$ cat src/rtl/mshr_pkg.sv
package mshr_pkg;
    typedef enum logic [1:0] {
        ENT_FREE = 2'd0,
        ENT_PEND = 2'd1,
        ENT_SVC  = 2'd2
    } ent_state_e;

    typedef enum logic [2:0] {
        OP_IDLE    = 3'd0,
        OP_RELEASE = 3'd1,
        OP_ALLOC   = 3'd2,
        OP_MERGE   = 3'd3,
        OP_ISSUE   = 3'd4
    } op_e;
endpackage

$ cat src/rtl/mshr_slot.sv
module mshr_slot
    import mshr_pkg::*;
#(
    parameter int ADDR_W  = 32,
    parameter int TIME_W  = 16,
    parameter int ORDER_W = 8,
    parameter int MAX_TGT = 4,
    parameter int CNT_W   = 3
) (
    input  logic               clk,
    input  logic               rst_n,
    input  logic               alloc_en,
    input  logic               merge_en,
    input  logic               issue_en,
    input  logic               free_en,
    input  logic [ADDR_W-1:0]  in_addr,
    input  logic [TIME_W-1:0]  in_time,
    input  logic [ORDER_W-1:0] in_order,
    input  logic               in_fill,
    input  logic               in_unc,
    input  logic               in_merge_fill,
    output ent_state_e         st_q,
    output logic [ADDR_W-1:0]  addr_q,
    output logic [TIME_W-1:0]  time_q,
    output logic [ORDER_W-1:0] order_q,
    output logic [CNT_W-1:0]   ntgt_q,
    output logic               fill_q,
    output logic               unc_q
);

    always_ff @(posedge clk or negedge rst_n) begin
        if (!rst_n) begin
            st_q    <= ENT_FREE;
            addr_q  <= '0;
            time_q  <= '0;
            order_q <= '0;
            ntgt_q  <= '0;
            fill_q  <= 1'b0;
            unc_q   <= 1'b0;
        end else begin
            unique case (st_q)
                ENT_FREE: begin
                    if (alloc_en) begin
                        st_q    <= ENT_PEND;
                        addr_q  <= in_addr;
                        time_q  <= in_time;
                        order_q <= in_order;
                        ntgt_q  <= CNT_W'(1);
                        fill_q  <= in_fill;
                        unc_q   <= in_unc;
                    end
                end
                ENT_PEND, ENT_SVC: begin
                    if (free_en) begin
                        st_q   <= ENT_FREE;
                        ntgt_q <= '0;
                        fill_q <= 1'b0;
                    end else if (merge_en) begin
                        ntgt_q <= ntgt_q + CNT_W'(1);
                        fill_q <= fill_q | in_merge_fill;
                    end else if (issue_en && st_q == ENT_PEND) begin
                        st_q <= ENT_SVC;
                    end
                end
                default: st_q <= ENT_FREE;
            endcase
        end
    end

    AST_FRESH_ONE_TGT: assert property (@(posedge clk) disable iff (!rst_n)
        (st_q == ENT_PEND && $past(st_q) == ENT_FREE) |-> (ntgt_q == CNT_W'(1)));
    AST_TGT_LIMIT: assert property (@(posedge clk) disable iff (!rst_n)
        ntgt_q <= CNT_W'(MAX_TGT));
    AST_FILL_STICKY: assert property (@(posedge clk) disable iff (!rst_n)
        (st_q != ENT_FREE && fill_q) |=> (st_q == ENT_FREE || fill_q));

endmodule

$ cat src/rtl/mshr_pick.sv
module mshr_pick #(
    parameter int N     = 4,
    parameter int IDX_W = 2
) (
    input  logic [N-1:0]     busy,
    output logic             any_free,
    output logic [IDX_W-1:0] idx
);
    always_comb begin
        idx = '0;
        for (int k = N - 1; k >= 0; k--) begin
            if (!busy[k]) idx = IDX_W'(k);
        end
    end
    assign any_free = ~&busy;
endmodule

$ cat src/rtl/mshr_cam.sv
module mshr_cam #(
    parameter int N     = 4,
    parameter int IDX_W = 2,
    parameter int TAG_W = 26
) (
    input  logic                      clk,
    input  logic                      rst_n,
    input  logic [N-1:0]              valid,
    input  logic [N-1:0][TAG_W-1:0]   tags,
    input  logic [TAG_W-1:0]          key,
    output logic                      hit,
    output logic [IDX_W-1:0]          idx
);
    logic [N-1:0] match;

    for (genvar k = 0; k < N; k++) begin : g_cmp
        assign match[k] = valid[k] && (tags[k] == key);
    end

    always_comb begin
        idx = '0;
        for (int k = N - 1; k >= 0; k--) begin
            if (match[k]) idx = IDX_W'(k);
        end
    end
    assign hit = |match;

    AST_ONE_MATCH: assert property (@(posedge clk) disable iff (!rst_n)
        $onehot0(match));
endmodule

$ cat src/rtl/mshr_file.sv
module mshr_file
    import mshr_pkg::*;
#(
    parameter int N_ENT    = 4,
    parameter int MAX_TGT  = 4,
    parameter int ADDR_W   = 32,
    parameter int LINE_OFF = 6,
    parameter int TIME_W   = 16,
    parameter int ORDER_W  = 8,
    localparam int IDX_W   = (N_ENT > 1) ? $clog2(N_ENT) : 1,
    localparam int CNT_W   = $clog2(MAX_TGT + 1),
    localparam int TAG_W   = ADDR_W - LINE_OFF
) (
    input  logic               clk,
    input  logic               rst_n,
    input  logic               alloc_i,
    input  logic [ADDR_W-1:0]  alloc_addr_i,
    input  logic [TIME_W-1:0]  alloc_time_i,
    input  logic               alloc_fill_i,
    input  logic               alloc_unc_i,
    input  logic               merge_i,
    input  logic [IDX_W-1:0]   merge_idx_i,
    input  logic               merge_fill_i,
    input  logic               issue_i,
    input  logic [IDX_W-1:0]   issue_idx_i,
    input  logic               release_i,
    input  logic [IDX_W-1:0]   release_idx_i,
    input  logic [ADDR_W-1:0]  lkp_addr_i,
    output logic               lkp_hit_o,
    output logic [IDX_W-1:0]   lkp_idx_o,
    output logic [IDX_W-1:0]   alloc_idx_o,
    output logic               full_o,
    output logic               notgt_o,
    output logic               err_o,
    input  logic [IDX_W-1:0]   rd_idx_i,
    output logic               rd_valid_o,
    output logic [ADDR_W-1:0]  rd_addr_o,
    output logic [TIME_W-1:0]  rd_time_o,
    output logic [ORDER_W-1:0] rd_order_o,
    output logic [CNT_W-1:0]   rd_ntgt_o,
    output logic               rd_fill_o,
    output logic               rd_issued_o,
    output logic               rd_unc_o
);

    ent_state_e                     e_st [N_ENT];
    logic [N_ENT-1:0][ADDR_W-1:0]   e_addr;
    logic [N_ENT-1:0][TIME_W-1:0]   e_time;
    logic [N_ENT-1:0][ORDER_W-1:0]  e_order;
    logic [N_ENT-1:0][CNT_W-1:0]    e_ntgt;
    logic [N_ENT-1:0][TAG_W-1:0]    e_tag;
    logic [N_ENT-1:0]               e_fill, e_unc, valid, at_max;
    logic [N_ENT-1:0]               a_en, m_en, i_en, r_en;

    logic [ORDER_W-1:0] order_q;
    logic               err_q, bad;
    logic               free_any, dup_hit, misalign;
    logic [IDX_W-1:0]   free_idx, dup_idx;
    logic               unused_lsb;
    op_e                op;

    assign unused_lsb = ^{lkp_addr_i[LINE_OFF-1:0], dup_idx, free_any};
    assign misalign   = |alloc_addr_i[LINE_OFF-1:0];

    for (genvar k = 0; k < N_ENT; k++) begin : g_ent
        assign valid[k]  = (e_st[k] != ENT_FREE);
        assign at_max[k] = valid[k] && (e_ntgt[k] == CNT_W'(MAX_TGT));
        assign e_tag[k]  = e_addr[k][ADDR_W-1:LINE_OFF];

        mshr_slot #(
            .ADDR_W(ADDR_W), .TIME_W(TIME_W), .ORDER_W(ORDER_W),
            .MAX_TGT(MAX_TGT), .CNT_W(CNT_W)
        ) u_slot (
            .clk(clk), .rst_n(rst_n),
            .alloc_en(a_en[k]), .merge_en(m_en[k]),
            .issue_en(i_en[k]), .free_en(r_en[k]),
            .in_addr(alloc_addr_i), .in_time(alloc_time_i),
            .in_order(order_q), .in_fill(alloc_fill_i),
            .in_unc(alloc_unc_i), .in_merge_fill(merge_fill_i),
            .st_q(e_st[k]), .addr_q(e_addr[k]), .time_q(e_time[k]),
            .order_q(e_order[k]), .ntgt_q(e_ntgt[k]),
            .fill_q(e_fill[k]), .unc_q(e_unc[k])
        );
    end

    mshr_pick #(.N(N_ENT), .IDX_W(IDX_W)) u_pick (
        .busy(valid), .any_free(free_any), .idx(free_idx)
    );

    mshr_cam #(.N(N_ENT), .IDX_W(IDX_W), .TAG_W(TAG_W)) u_cam_lkp (
        .clk(clk), .rst_n(rst_n), .valid(valid), .tags(e_tag),
        .key(lkp_addr_i[ADDR_W-1:LINE_OFF]), .hit(lkp_hit_o), .idx(lkp_idx_o)
    );

    mshr_cam #(.N(N_ENT), .IDX_W(IDX_W), .TAG_W(TAG_W)) u_cam_dup (
        .clk(clk), .rst_n(rst_n), .valid(valid), .tags(e_tag),
        .key(alloc_addr_i[ADDR_W-1:LINE_OFF]), .hit(dup_hit), .idx(dup_idx)
    );

    assign full_o  = &valid;
    assign notgt_o = |at_max;

    // operation selector: fixed precedence
    always_comb begin
        if (release_i)      op = OP_RELEASE;
        else if (alloc_i)   op = OP_ALLOC;
        else if (merge_i)   op = OP_MERGE;
        else if (issue_i)   op = OP_ISSUE;
        else                op = OP_IDLE;
    end

    // per-operation legality and entry enables
    always_comb begin
        a_en = '0;
        m_en = '0;
        i_en = '0;
        r_en = '0;
        bad  = 1'b0;
        unique case (op)
            OP_RELEASE: begin
                if (!valid[release_idx_i]) bad = 1'b1;
                else                       r_en[release_idx_i] = 1'b1;
            end
            OP_ALLOC: begin
                if (full_o || misalign || dup_hit) bad = 1'b1;
                else                               a_en[free_idx] = 1'b1;
            end
            OP_MERGE: begin
                if (notgt_o || !valid[merge_idx_i] || e_unc[merge_idx_i]) bad = 1'b1;
                else                                                      m_en[merge_idx_i] = 1'b1;
            end
            OP_ISSUE: begin
                if (e_st[issue_idx_i] != ENT_PEND) bad = 1'b1;
                else                               i_en[issue_idx_i] = 1'b1;
            end
            default: ;
        endcase
    end

    always_ff @(posedge clk or negedge rst_n) begin
        if (!rst_n) begin
            order_q <= '0;
            err_q   <= 1'b0;
        end else begin
            err_q <= bad;
            if (op == OP_ALLOC && !bad) order_q <= order_q + ORDER_W'(1);
        end
    end

    assign err_o       = err_q;
    assign alloc_idx_o = free_idx;
    assign rd_valid_o  = valid[rd_idx_i];
    assign rd_addr_o   = e_addr[rd_idx_i];
    assign rd_time_o   = e_time[rd_idx_i];
    assign rd_order_o  = e_order[rd_idx_i];
    assign rd_ntgt_o   = e_ntgt[rd_idx_i];
    assign rd_fill_o   = e_fill[rd_idx_i];
    assign rd_issued_o = (e_st[rd_idx_i] == ENT_SVC);
    assign rd_unc_o    = e_unc[rd_idx_i];

    AST_FULL_REJECTS: assert property (@(posedge clk) disable iff (!rst_n)
        (full_o && alloc_i && !release_i) |=> err_o);
    AST_NOTGT_REJECTS: assert property (@(posedge clk) disable iff (!rst_n)
        (notgt_o && merge_i && !alloc_i && !release_i) |=> err_o);
    AST_UNC_NO_MERGE: assert property (@(posedge clk) disable iff (!rst_n)
        (merge_i && !alloc_i && !release_i && e_unc[merge_idx_i]
         && e_st[merge_idx_i] != ENT_FREE) |=> err_o);
    AST_REJECT_KEEPS_STAMP: assert property (@(posedge clk) disable iff (!rst_n)
        (full_o && alloc_i && !release_i) |=> $stable(order_q));

endmodule

$ cat config.mk
export PLATFORM = sky130hd
export DESIGN_NAME = mshr_file
export DESIGN_NICKNAME = d
export VERILOG_FILES = /design/src/rtl/mshr_pkg.sv /design/src/rtl/mshr_slot.sv /design/src/rtl/mshr_pick.sv /design/src/rtl/mshr_cam.sv /design/src/rtl/mshr_file.sv
export SDC_FILE = /design/constraint.sdc
export NUM_CORES = 1
export LEC_CHECK = 0
export ABC_AREA = 0
export BUFFER_PORTS_ARGS = -buffer_cell sky130_fd_sc_hd__buf_2
export CAP_MARGIN = 20
export CORE_MARGIN = 4
export CORE_UTILIZATION = 30
export CTS_BUF_LIST = sky130_fd_sc_hd__clkbuf_16
export CTS_CLUSTER_DIAMETER = 60
export DETAILED_ROUTE_END_ITERATION = 12
export SYNTH_ARGS = -nofsm -noshare
export SYNTH_HDL_FRONTEND = slang
export SYNTH_SLANG_ARGS = --single-unit
$ cat constraint.sdc
create_clock -name clk -period 3.05 [get_ports clk]
set_input_delay 0 -clock clk [delete_from_list [all_inputs] [get_ports clk]]
set_output_delay 0 -clock clk [all_outputs]
set_load 0.005 [all_outputs]
==> impl_results.html, run 1 <==
<table>
<tr><th>Metric</th><th>Value</th></tr>
<tr><th colspan="2">Setup path</th></tr>
<tr><td>R2R Path Start</td><td>g_ent[1].u_slot.addr_q[28]</td></tr>
<tr><td>Crit Path Class</td><td>reg2reg</td></tr>
<tr><td>Longest individual stage delay on the worst path</td><td>570 ps</td></tr>
<tr><td>Data arrival, critical path</td><td>3410 ps</td></tr>
<tr><td>Top cell by count, worst path</td><td>sky130_fd_sc_hd__or3_4</td></tr>
<tr><td>Crit path depth</td><td>9</td></tr>
<tr><td>Cell-by-cell trace of the critical path</td><td>xor2_1 &gt; nor4_1 &gt; nand4_1 &gt; nor4_2 &gt; buf_4 &gt; or3_4 &gt; or3_4 &gt; buf_12 &gt; mux2_4</td></tr>
<tr><td>Cell family with most CP delay</td><td>simple AND/OR/NAND/NOR gates</td></tr>
<tr><td>Critical-path cell with the highest stage delay</td><td>sky130_fd_sc_hd__nor4_1</td></tr>
<tr><td>Number of buffers and inverters on the critical path</td><td>2</td></tr>
<tr><td>Nature of the critical path endpoint</td><td>flop</td></tr>
<tr><td>Element type at the critical path start</td><td>flop</td></tr>
<tr><td>Worst setup path startpoint</td><td>g_ent[1].u_slot.addr_q[28]</td></tr>
<tr><td>R2R cell count</td><td>9</td></tr>
<tr><td>Largest fanout of any net on the critical path</td><td>17</td></tr>
<tr><td>Worst path required time</td><td>3470 ps</td></tr>
<tr><th colspan="2">Global routing</th></tr>
<tr><td>Maximum number of pins on one net before global-route repair</td><td>98</td></tr>
<tr><td>Via count of the first global-routing pass</td><td>11119</td></tr>
<tr><td>Initial antenna violation count</td><td>3</td></tr>
<tr><td>Sum of overflow across all layers after global routing</td><td>0</td></tr>
<tr><td>Global-route wire length before repair</td><td>70.1 mm</td></tr>
<tr><td>Total GRT Usage</td><td>17.0%</td></tr>
<tr><td>Met2 usage</td><td>27.2%</td></tr>
<tr><td>GR Layer Usage met3</td><td>4.28%</td></tr>
<tr><td>Most heavily used metal layer in global routing</td><td>met2</td></tr>
<tr><td>Fraction of met1 tracks used by global routing</td><td>22.9%</td></tr>
<tr><th colspan="2">Clock tree</th></tr>
<tr><td>Worst-skew pair later-pin latency</td><td>550 ps</td></tr>
<tr><td>Clock edge transition at the registers on the reported setup and hold paths</td><td>60 ps</td></tr>
<tr><td>Number of buffers on the longest clock path</td><td>3</td></tr>
<tr><td>TritonCTS clock tree</td><td>done</td></tr>
<tr><td>Total number of clock tree sinks</td><td>261</td></tr>
<tr><td>Clock tree root buffer cell</td><td>sky130_fd_sc_hd__clkbuf_16</td></tr>
<tr><td>Total CTS buffers</td><td>36</td></tr>
<tr><td>Maximum level of the CTS H-tree</td><td>2</td></tr>
<tr><th colspan="2">Floorplanning</th></tr>
<tr><td>Die span in x</td><td>234 um</td></tr>
<tr><td>I/O pin total</td><td>168</td></tr>
<tr><td>Row count</td><td>82</td></tr>
<tr><td>Overall die area</td><td>54600 um^2</td></tr>
<tr><td>Die height</td><td>234 um</td></tr>
<tr><td>Core region area</td><td>50300 um^2</td></tr>
<tr><td>Starting density of the core</td><td>30.4%</td></tr>
<tr><th colspan="2">Finish</th></tr>
<tr><td>Final-stage net count</td><td>1562</td></tr>
<tr><td>Utilization after layout</td><td>36.8%</td></tr>
<tr><td>Count of placed standard cells in the final layout, fillers left out</td><td>2142</td></tr>
<tr><td>Design area</td><td>18500 um^2</td></tr>
<tr><td>Most frequent cells in the layout</td><td>sky130_fd_sc_hd__dfrtp_1, sky130_fd_sc_hd__buf_2, sky130_fd_sc_hd__xnor2_1, sky130_fd_sc_hd__nand2_1, sky130_fd_sc_hd__xor2_1</td></tr>
<tr><td>Most frequent standard cell in the layout excluding fill and tap cells</td><td>sky130_fd_sc_hd__dfrtp_1</td></tr>
<tr><td>Syn-to-layout area delta</td><td>21.0%</td></tr>
<tr><td>Fraction of layout cells with a size suffix above 1</td><td>35.9%</td></tr>
<tr><th colspan="2">STA</th></tr>
<tr><td>Worst hold margin</td><td>58.8 ps</td></tr>
<tr><td>Transition time at the pin with the least slew margin</td><td>857 ps</td></tr>
<tr><td>Final setup violating endpoints</td><td>0</td></tr>
<tr><td>Fraction of the cycle the final worst path needs</td><td>98.2%</td></tr>
<tr><td>Minimum period implied by the final worst setup slack</td><td>3000 ps</td></tr>
<tr><td>Maximum clock rate</td><td>0.334 GHz</td></tr>
<tr><td>Final Hold Viols</td><td>0</td></tr>
<tr><td>Clk_skew</td><td>25.7 ps</td></tr>
<tr><td>Max Transition Viols Final</td><td>0</td></tr>
<tr><td>Max-slew headroom</td><td>42.9%</td></tr>
<tr><td>Unrepaired setup endpoints after global routing</td><td>false</td></tr>
<tr><td>Setup TNS</td><td>0 ps</td></tr>
<tr><th colspan="2">Place</th></tr>
<tr><td>Placed cell areas</td><td>16800 um^2</td></tr>
<tr><td>Cell Count Post-Placement</td><td>2027</td></tr>
<tr><td>Last weighted congestion value of the routability-driven placer</td><td>0.991</td></tr>
<tr><td>Count of buffers from port buffering</td><td>161</td></tr>
<tr><td>HPWL after detailed placement</td><td>33.9 mm</td></tr>
<tr><th colspan="2">Hold path</th></tr>
<tr><td>Min-Delay Path Depth</td><td>5</td></tr>
<tr><td>Hold_sp</td><td>release_idx_i[0]</td></tr>
<tr><td>Hold/Removal Path Class</td><td>in2reg</td></tr>
<tr><th colspan="2">Synth</th></tr>
<tr><td>Post-synth EDFFs</td><td>0</td></tr>
<tr><td>Synthesis Warnings</td><td>0</td></tr>
<tr><td>Top cell type by total area after synthesis</td><td>sky130_fd_sc_hd__dfrtp_1</td></tr>
<tr><td>Synth cell types</td><td>63</td></tr>
<tr><td>Predominant post-synthesis flop cell</td><td>sky130_fd_sc_hd__dfrtp_1</td></tr>
<tr><td>Syn_nets</td><td>1345</td></tr>
<tr><td>Post-synth top area share</td><td>42.7%</td></tr>
<tr><td>Number of instances in the synthesized netlist</td><td>1227</td></tr>
<tr><td>Sequential share of the synthesized area</td><td>42.7%</td></tr>
<tr><td>FF+latch count, synth</td><td>261</td></tr>
<tr><td>Synth Cell Area</td><td>15300 um^2</td></tr>
<tr><td>Post-Syn Area per Cell</td><td>12.5 um^2</td></tr>
<tr><td>Leading cell types by total area after synthesis</td><td>sky130_fd_sc_hd__dfrtp_1, sky130_fd_sc_hd__mux4_2, sky130_fd_sc_hd__mux2_4</td></tr>
<tr><td>Async set-or-reset flop fraction in the synthesized netlist</td><td>100%</td></tr>
<tr><th colspan="2">Routing</th></tr>
<tr><td>Number of routed nets with antenna violations</td><td>0</td></tr>
<tr><td>Via density per instance</td><td>4.98</td></tr>
<tr><td>Avg WL per Cell</td><td>21.8 um</td></tr>
<tr><td>Wire length reported by the detailed router</td><td>46.6 mm</td></tr>
<tr><td>Router iterations before antenna repair</td><td>5</td></tr>
<tr><td>Iter 0 DRT Violations</td><td>757</td></tr>
<tr><td>Remaining design rule violation count</td><td>0</td></tr>
<tr><td>Vias after detailed routing</td><td>10677</td></tr>
<tr><th colspan="2">Power and ir drop</th></tr>
<tr><td>Worst vdd rail ir drop</td><td>0.000347 V</td></tr>
<tr><td>Total power per unit cell area</td><td>517 nW/um^2</td></tr>
<tr><td>Cell leakage power</td><td>8.88 nW</td></tr>
<tr><th colspan="2">Outcome</th></tr>
<tr><td>Outcome</td><td>finished clean</td></tr>
<tr><th colspan="2">Run</th></tr>
<tr><td>Max-cap check violation count</td><td>0</td></tr>
</table>
## repair_timing
item / 4_1_cts / 5_1_grt
hold buffers: 51 / 0
gates cloned: 0 / 0
gates resized for setup: 1 / 5
hold endpoints to repair: 273 / 0
pin swaps: 0 / 1
setup endpoints to repair: 1 / 11
buffers inserted: 0 / 0
## state kept, by name, indices dropped and copies added (netlist names)
signal / count
g_ent.u_slot.addr_q: 128
g_ent.u_slot.time_q: 64
g_ent.u_slot.order_q: 32
g_ent.u_slot.ntgt_q: 12
g_ent.u_slot.st_q: 8
order_q: 8
g_ent.u_slot.fill_q: 4
g_ent.u_slot.unc_q: 4
err_o: 1
## metrics by stage
| step | total power [mW] | setup WS (ps) |
|---|---|---|
| 6_report | 9.57 | 54.0 |
| 3_5_place_dp | 5.59 | 42.7 |
| 3_3_place_gp | 5.56 | 79.4 |
| 2_1_floorplan | 4.90 | 333 |
| 5_1_grt | 10.0 | 32.3 |
| 4_1_cts | 9.70 | 28.5 |
## synthesized netlist by cell type, drive strengths merged (4+ instances only)
cell,number
and2,13
nand4,36
mux2,180
nor3b,4
buf,46
dfrtp,261
clkbuf,37
a31oi,9
a311oi,4
inv,31
xor2,105
xnor2,110
nor4,41
ha,21
a21oi,11
mux4,63
nand2,108
nor3,13
nand3,13
nor2b,9
o21ai,15
nand2b,4
and2b,7
and3,5
nor2,37
## worst paths after layout
check	to	slack [ps]
max	g_ent[3].u_slot.time_q[3]	50
min	g_ent[1].u_slot.ntgt_q[0]	60
max reg2reg	g_ent[3].u_slot.time_q[3]	50
min reg2reg	g_ent[3].u_slot.addr_q[2]	480
max in group asynchronous	g_ent[0].u_slot.addr_q[8]	2030
min in group asynchronous	g_ent[0].u_slot.addr_q[19]	110
## routing by layer
layer	wire length (um)	share of wire, %	vias up
met5	21	0.045	-
met4	1370	2.9	4
met3	3010	6.4	77
met2	21700	47	326
met1	20500	44	5480
li1	-	-	4790
## final cells by class
cell class / count / area [um^2]
Inverter: 31 / 116
Tap cell: 672 / 841
Antenna cell: 1 / 2.50
Multi-Input combinational cell: 852 / 8020
Sequential cell: 261 / 6530
Clock inverter: 26 / 178
Timing Repair Buffer: 262 / 1880
Fill cell: 4941 / 31800
Clock buffer: 37 / 926
## where the power goes
group          internal (mW)  switching, mW  leakage [nW]
registers               3.63          0.167          3.60
clock network           2.31           1.67         0.560
logic                  0.765           1.04          4.73
total                   6.70           2.87          8.88
## worst register-to-register path, cell delays in order, from the launching register on
cell and delay, ps:
sky130_fd_sc_hd__dfrtp_1 450, sky130_fd_sc_hd__xor2_1 230, sky130_fd_sc_hd__nor4_1 570, sky130_fd_sc_hd__nand4_1 200, sky130_fd_sc_hd__nor4_2 310, sky130_fd_sc_hd__buf_4 180, sky130_fd_sc_hd__or3_4 120, sky130_fd_sc_hd__or3_4 220
sky130_fd_sc_hd__buf_12 230, sky130_fd_sc_hd__mux2_4 340
## logic make-up (layout without fill, tap and decap cells)
kind of cell,after synthesis,after routing,share of synthesized area (%)
adders and majority gates,21,21,1.72
and+or+nand+nor,303,303,10.4
DFF,261,261,42.7
other,0,1,0
xor gates and xnor gates,215,215,12.3
muxes,243,243,24.5
buffers and inverters,114,356,5.13
AOI/OAI and AO/OA,70,70,3.17
No activity file was read; power rests on OpenSTA's default activity.
==> run 2: changes to the inputs <==
Settings changed: ABC_AREA 0 to 1.
==> run 2 against run 1 <==
Effect of this change:
- routed wire length grew 21%
- setup slack gained 160 ps
- register-to-register slack improved by 160 ps
- clock skew decreased by 4.1 ps
- die area is 1.4% higher
- non-clock buffer count shrank 18
- synthesized area up 1.5%
- cell area is 0.24% higher
- utilization decreased by 0.65 points
- sequential share of layout area is 0.086 points lower
- largest cell class unchanged
==> impl_results.html, run 2 <==
<table>
<tr><th>Metric</th><th>Value</th></tr>
<tr><th colspan="2">Finish</th></tr>
<tr><td>Area used by multi-input combinational logic</td><td>7560 um^2</td></tr>
<tr><td>Fraction of layout cells with a size suffix above 1</td><td>13.7%</td></tr>
<tr><td>Syn-to-layout area delta</td><td>19.5%</td></tr>
<tr><td>Final-stage net count</td><td>2411</td></tr>
<tr><td>Largest register by flop count</td><td>g_ent.u_slot.addr_q</td></tr>
<tr><td>Most frequent standard cell in the layout excluding fill and tap cells</td><td>sky130_fd_sc_hd__nand2_1</td></tr>
<tr><td>Footprint of the flip-flops and latches</td><td>6530 um^2</td></tr>
<tr><td>Flip-flop count of the largest register, all copies and words added</td><td>128</td></tr>
<tr><td>Most frequent cells in the layout</td><td>sky130_fd_sc_hd__nand2_1, sky130_fd_sc_hd__dfrtp_1, sky130_fd_sc_hd__o21ai_0, sky130_fd_sc_hd__nor2_1, sky130_fd_sc_hd__inv_1</td></tr>
<tr><td>Registers with the most flip-flops</td><td>g_ent.u_slot.addr_q (128), g_ent.u_slot.time_q (64), g_ent.u_slot.order_q (32)</td></tr>
<tr><td>Count of placed standard cells in the final layout, fillers left out</td><td>3003</td></tr>
<tr><td>Final-layout fill cell count</td><td>5479</td></tr>
<tr><th colspan="2">STA</th></tr>
<tr><td>Unrepaired setup endpoints after global routing</td><td>false</td></tr>
<tr><td>Final Hold Viols</td><td>0</td></tr>
<tr><td>Minimum period implied by the final worst setup slack</td><td>2840 ps</td></tr>
<tr><td>Transition time at the pin with the least slew margin</td><td>1080 ps</td></tr>
<tr><td>Clk_skew</td><td>21.6 ps</td></tr>
<tr><td>Max-slew headroom</td><td>28.2%</td></tr>
<tr><td>Fraction of the cycle the final worst path needs</td><td>93.0%</td></tr>
<tr><td>Setup TNS</td><td>0 ps</td></tr>
<tr><td>Maximum clock rate</td><td>0.353 GHz</td></tr>
<tr><td>Max Transition Viols Final</td><td>0</td></tr>
<tr><td>Final setup violating endpoints</td><td>0</td></tr>
<tr><th colspan="2">Setup path</th></tr>
<tr><td>Largest fanout of any net on the critical path</td><td>32</td></tr>
<tr><td>Critical-path cell with the highest stage delay</td><td>sky130_fd_sc_hd__dfrtp_1</td></tr>
<tr><td>Cell family with most CP delay</td><td>simple AND/OR/NAND/NOR gates</td></tr>
<tr><td>Data arrival, critical path</td><td>3300 ps</td></tr>
<tr><td>Cell-by-cell trace of the critical path</td><td>inv_1 &gt; ha_1 &gt; buf_4 &gt; nor2_1 &gt; nand2_1 &gt; nor2_1 &gt; nand3_2 &gt; nor2_1 &gt; nor2_4 &gt; nand4_4 &gt; buf_4 &gt; nand2_1 &gt; o21ai_1</td></tr>
<tr><td>Element type at the critical path start</td><td>flop</td></tr>
<tr><td>Top cell by count, worst path</td><td>sky130_fd_sc_hd__nor2_1</td></tr>
<tr><td>Worst path required time</td><td>3520 ps</td></tr>
<tr><td>Nature of the critical path endpoint</td><td>flop</td></tr>
<tr><td>Longest individual stage delay on the worst path</td><td>420 ps</td></tr>
<tr><td>Number of buffers and inverters on the critical path</td><td>3</td></tr>
<tr><td>Crit Path Class</td><td>reg2reg</td></tr>
<tr><th colspan="2">Global routing</th></tr>
<tr><td>Total GRT Usage</td><td>19.8%</td></tr>
<tr><td>Global-route wire length before repair</td><td>86.8 mm</td></tr>
<tr><td>Initial antenna violation count</td><td>7</td></tr>
<tr><td>Sum of overflow across all layers after global routing</td><td>0</td></tr>
<tr><td>Maximum number of pins on one net before global-route repair</td><td>118</td></tr>
<tr><td>Via count of the first global-routing pass</td><td>14596</td></tr>
<tr><th colspan="2">Routing</th></tr>
<tr><td>Wire length reported by the detailed router</td><td>56.4 mm</td></tr>
<tr><td>Via density per instance</td><td>5.03</td></tr>
<tr><td>Iter 0 DRT Violations</td><td>1418</td></tr>
<tr><td>Vias after detailed routing</td><td>15108</td></tr>
<tr><td>Number of routed nets with antenna violations</td><td>0</td></tr>
<tr><td>Avg WL per Cell</td><td>18.8 um</td></tr>
<tr><td>Remaining design rule violation count</td><td>0</td></tr>
<tr><td>Router iterations before antenna repair</td><td>6</td></tr>
<tr><th colspan="2">Place</th></tr>
<tr><td>Count of buffers from port buffering</td><td>161</td></tr>
<tr><td>HPWL after detailed placement</td><td>40.7 mm</td></tr>
<tr><td>Cell Count Post-Placement</td><td>2886</td></tr>
<tr><td>Last weighted congestion value of the routability-driven placer</td><td>1.01</td></tr>
<tr><th colspan="2">Floorplanning</th></tr>
<tr><td>Core region area</td><td>51300 um^2</td></tr>
<tr><td>Overall die area</td><td>55400 um^2</td></tr>
<tr><td>Die span in x</td><td>235 um</td></tr>
<tr><td>Die height</td><td>235 um</td></tr>
<tr><td>Starting density of the core</td><td>30.2%</td></tr>
<tr><td>I/O pin total</td><td>168</td></tr>
<tr><td>Row count</td><td>83</td></tr>
<tr><th colspan="2">Run</th></tr>
<tr><td>Max-cap check violation count</td><td>0</td></tr>
<tr><th colspan="2">Clock tree</th></tr>
<tr><td>Maximum level of the CTS H-tree</td><td>2</td></tr>
<tr><td>Clock tree root buffer cell</td><td>sky130_fd_sc_hd__clkbuf_16</td></tr>
<tr><td>TritonCTS clock tree</td><td>done</td></tr>
<tr><td>Total CTS buffers</td><td>36</td></tr>
<tr><td>Clock edge transition at the registers on the reported setup and hold paths</td><td>60 ps</td></tr>
<tr><td>Total number of clock tree sinks</td><td>261</td></tr>
<tr><td>Worst-skew pair later-pin latency</td><td>550 ps</td></tr>
<tr><td>Number of buffers on the longest clock path</td><td>3</td></tr>
<tr><th colspan="2">Synth</th></tr>
<tr><td>Synth cell types</td><td>44</td></tr>
<tr><td>Post-synth EDFFs</td><td>0</td></tr>
<tr><td>Syn_nets</td><td>2224</td></tr>
<tr><td>Leading cell types by total area after synthesis</td><td>sky130_fd_sc_hd__dfrtp_1, sky130_fd_sc_hd__nand2_1, sky130_fd_sc_hd__o21ai_0</td></tr>
<tr><td>Leading cell type by number of instances after synthesis</td><td>sky130_fd_sc_hd__nand2_1</td></tr>
<tr><td>Number of instances in the synthesized netlist</td><td>2106</td></tr>
<tr><td>FF+latch count, synth</td><td>261</td></tr>
<tr><td>Sequential share of the synthesized area</td><td>42.1%</td></tr>
<tr><td>Post-synth top area share</td><td>42.1%</td></tr>
<tr><td>Synthesis Warnings</td><td>0</td></tr>
<tr><td>Async set-or-reset flop fraction in the synthesized netlist</td><td>100%</td></tr>
<tr><td>Top cell type by total area after synthesis</td><td>sky130_fd_sc_hd__dfrtp_1</td></tr>
<tr><td>Ranking of synthesized cells by instance count</td><td>sky130_fd_sc_hd__nand2_1, sky130_fd_sc_hd__dfrtp_1, sky130_fd_sc_hd__o21ai_0</td></tr>
<tr><td>Predominant post-synthesis flop cell</td><td>sky130_fd_sc_hd__dfrtp_1</td></tr>
<tr><td>Synth Cell Area</td><td>15500 um^2</td></tr>
<tr><td>Post-Syn Area per Cell</td><td>7.37 um^2</td></tr>
<tr><th colspan="2">Hold path</th></tr>
<tr><td>Hold/Removal Path Class</td><td>in2reg</td></tr>
<tr><th colspan="2">Power and ir drop</th></tr>
<tr><td>Cell leakage power</td><td>8.79 nW</td></tr>
<tr><td>Total design power</td><td>9.32 mW</td></tr>
<tr><td>Total power per unit cell area</td><td>503 nW/um^2</td></tr>
<tr><td>Worst vdd rail ir drop</td><td>0.000346 V</td></tr>
<tr><th colspan="2">Outcome</th></tr>
<tr><td>Outcome</td><td>finished clean</td></tr>
</table>
-- run 2: cell types whose count changed after synthesis, moves of 72 or more --
cell | before | now
sky130_fd_sc_hd__a21oi_1 | 11 | 88
sky130_fd_sc_hd__mux2_4 | 81 | 0
sky130_fd_sc_hd__xnor2_1 | 110 | 38
sky130_fd_sc_hd__nand2_1 | 108 | 589
sky130_fd_sc_hd__inv_1 | 31 | 197
sky130_fd_sc_hd__nor2_1 | 37 | 202
sky130_fd_sc_hd__o21ai_0 | 15 | 260
sky130_fd_sc_hd__mux2_2 | 93 | 0
-- run 2: per-stage QoR --
stage	utilization (%)	hold WS [ps]	setup WS (ps)	area, um^2
6_report	36.1	26.1	214	18500
5_1_grt	36.1	81.8	3.25	18500
4_1_cts	36.1	2.12	42.7	18500
3_5_place_dp	33.0	162	216	16900
3_3_place_gp	33.0	142	271	16900
2_1_floorplan	-	-296	974	15500
-- run 2: cell families (layout without fill, tap and decap cells) --
kind of cell               count (synthesis)  in the layout  synth area share, %
and+or+nand+nor                          911            911                 24.1
AOI/OAI and AO/OA                        514            514                 18.1
xor gates and xnor gates                  84             84                 4.74
buffers and inverters                    315            526                 9.27
adders and majority gates                 21             21                 1.69
other                                      0              6                    0
DFF                                      261            261                 42.1
-- run 2: power breakdown --
| part | total (mW) | leakage [nW] | internal, mW | switching (mW) |
|---|---|---|---|---|
| sequential | 3.84 | 3.49 | 3.64 | 0.196 |
| combinational | 1.57 | 4.75 | 0.568 | 0.997 |
| clock | 3.91 | 0.551 | 2.26 | 1.65 |
-- run 2: timing repair --
action                     in CTS  in global routing
hold buffers                   49                  0
buffers inserted                0                  0
hold endpoints to repair      285                  0
pin swaps                       0                  1
setup endpoints to repair       3                  4
gates resized for setup         1                  3
-- run 2: area by class of cell --
cell class,instances,share of cell area [%]
Inverter,220,4.47
Clock inverter,26,1.05
Clock buffer,36,4.86
Sequential cell,261,35.2
Timing Repair Buffer,244,8.98
Antenna cell,6,0.0810
Tap cell,680,4.59
Multi-Input combinational cell,1530,40.8
-- run 2: path summary, 6_finish.rpt --
| path | cells after the start | to | startpoint | slack (ps) |
|---|---|---|---|---|
| worst max-delay path | 13 | g_ent[0].u_slot.time_q[10] | g_ent[3].u_slot.st_q[0] | 210 |
| worst min-delay path | 6 | g_ent[1].u_slot.ntgt_q[2] | merge_idx_i[1] | 30 |
| worst max register to register | 13 | g_ent[0].u_slot.time_q[10] | g_ent[3].u_slot.st_q[0] | 210 |
| worst min register to register | 2 | g_ent[1].u_slot.order_q[7] | g_ent[1].u_slot.order_q[7] | 480 |
| max in group asynchronous | 3 | g_ent[3].u_slot.time_q[14] | rst_n | 1960 |
| min in group asynchronous | 2 | g_ent[2].u_slot.addr_q[20] | rst_n | 140 |
-- run 2: tightest hold or removal path: cells and delay by family --
family,cells,cell delay [ps]
buf+inv,1,110
simple gates,4,300
compound gates,1,120
-- run 2: metal layers --
metal	vias to the layer above	GRT usage (%)	part of all wire, %	routed length, um
met5	-	0	0.023	13
met4	2	6.26	2.7	1540
met3	79	4.22	8.2	4640
met2	612	31.1	45	25300
met1	7174	27.3	44	24900
li1	7241	-	-	-
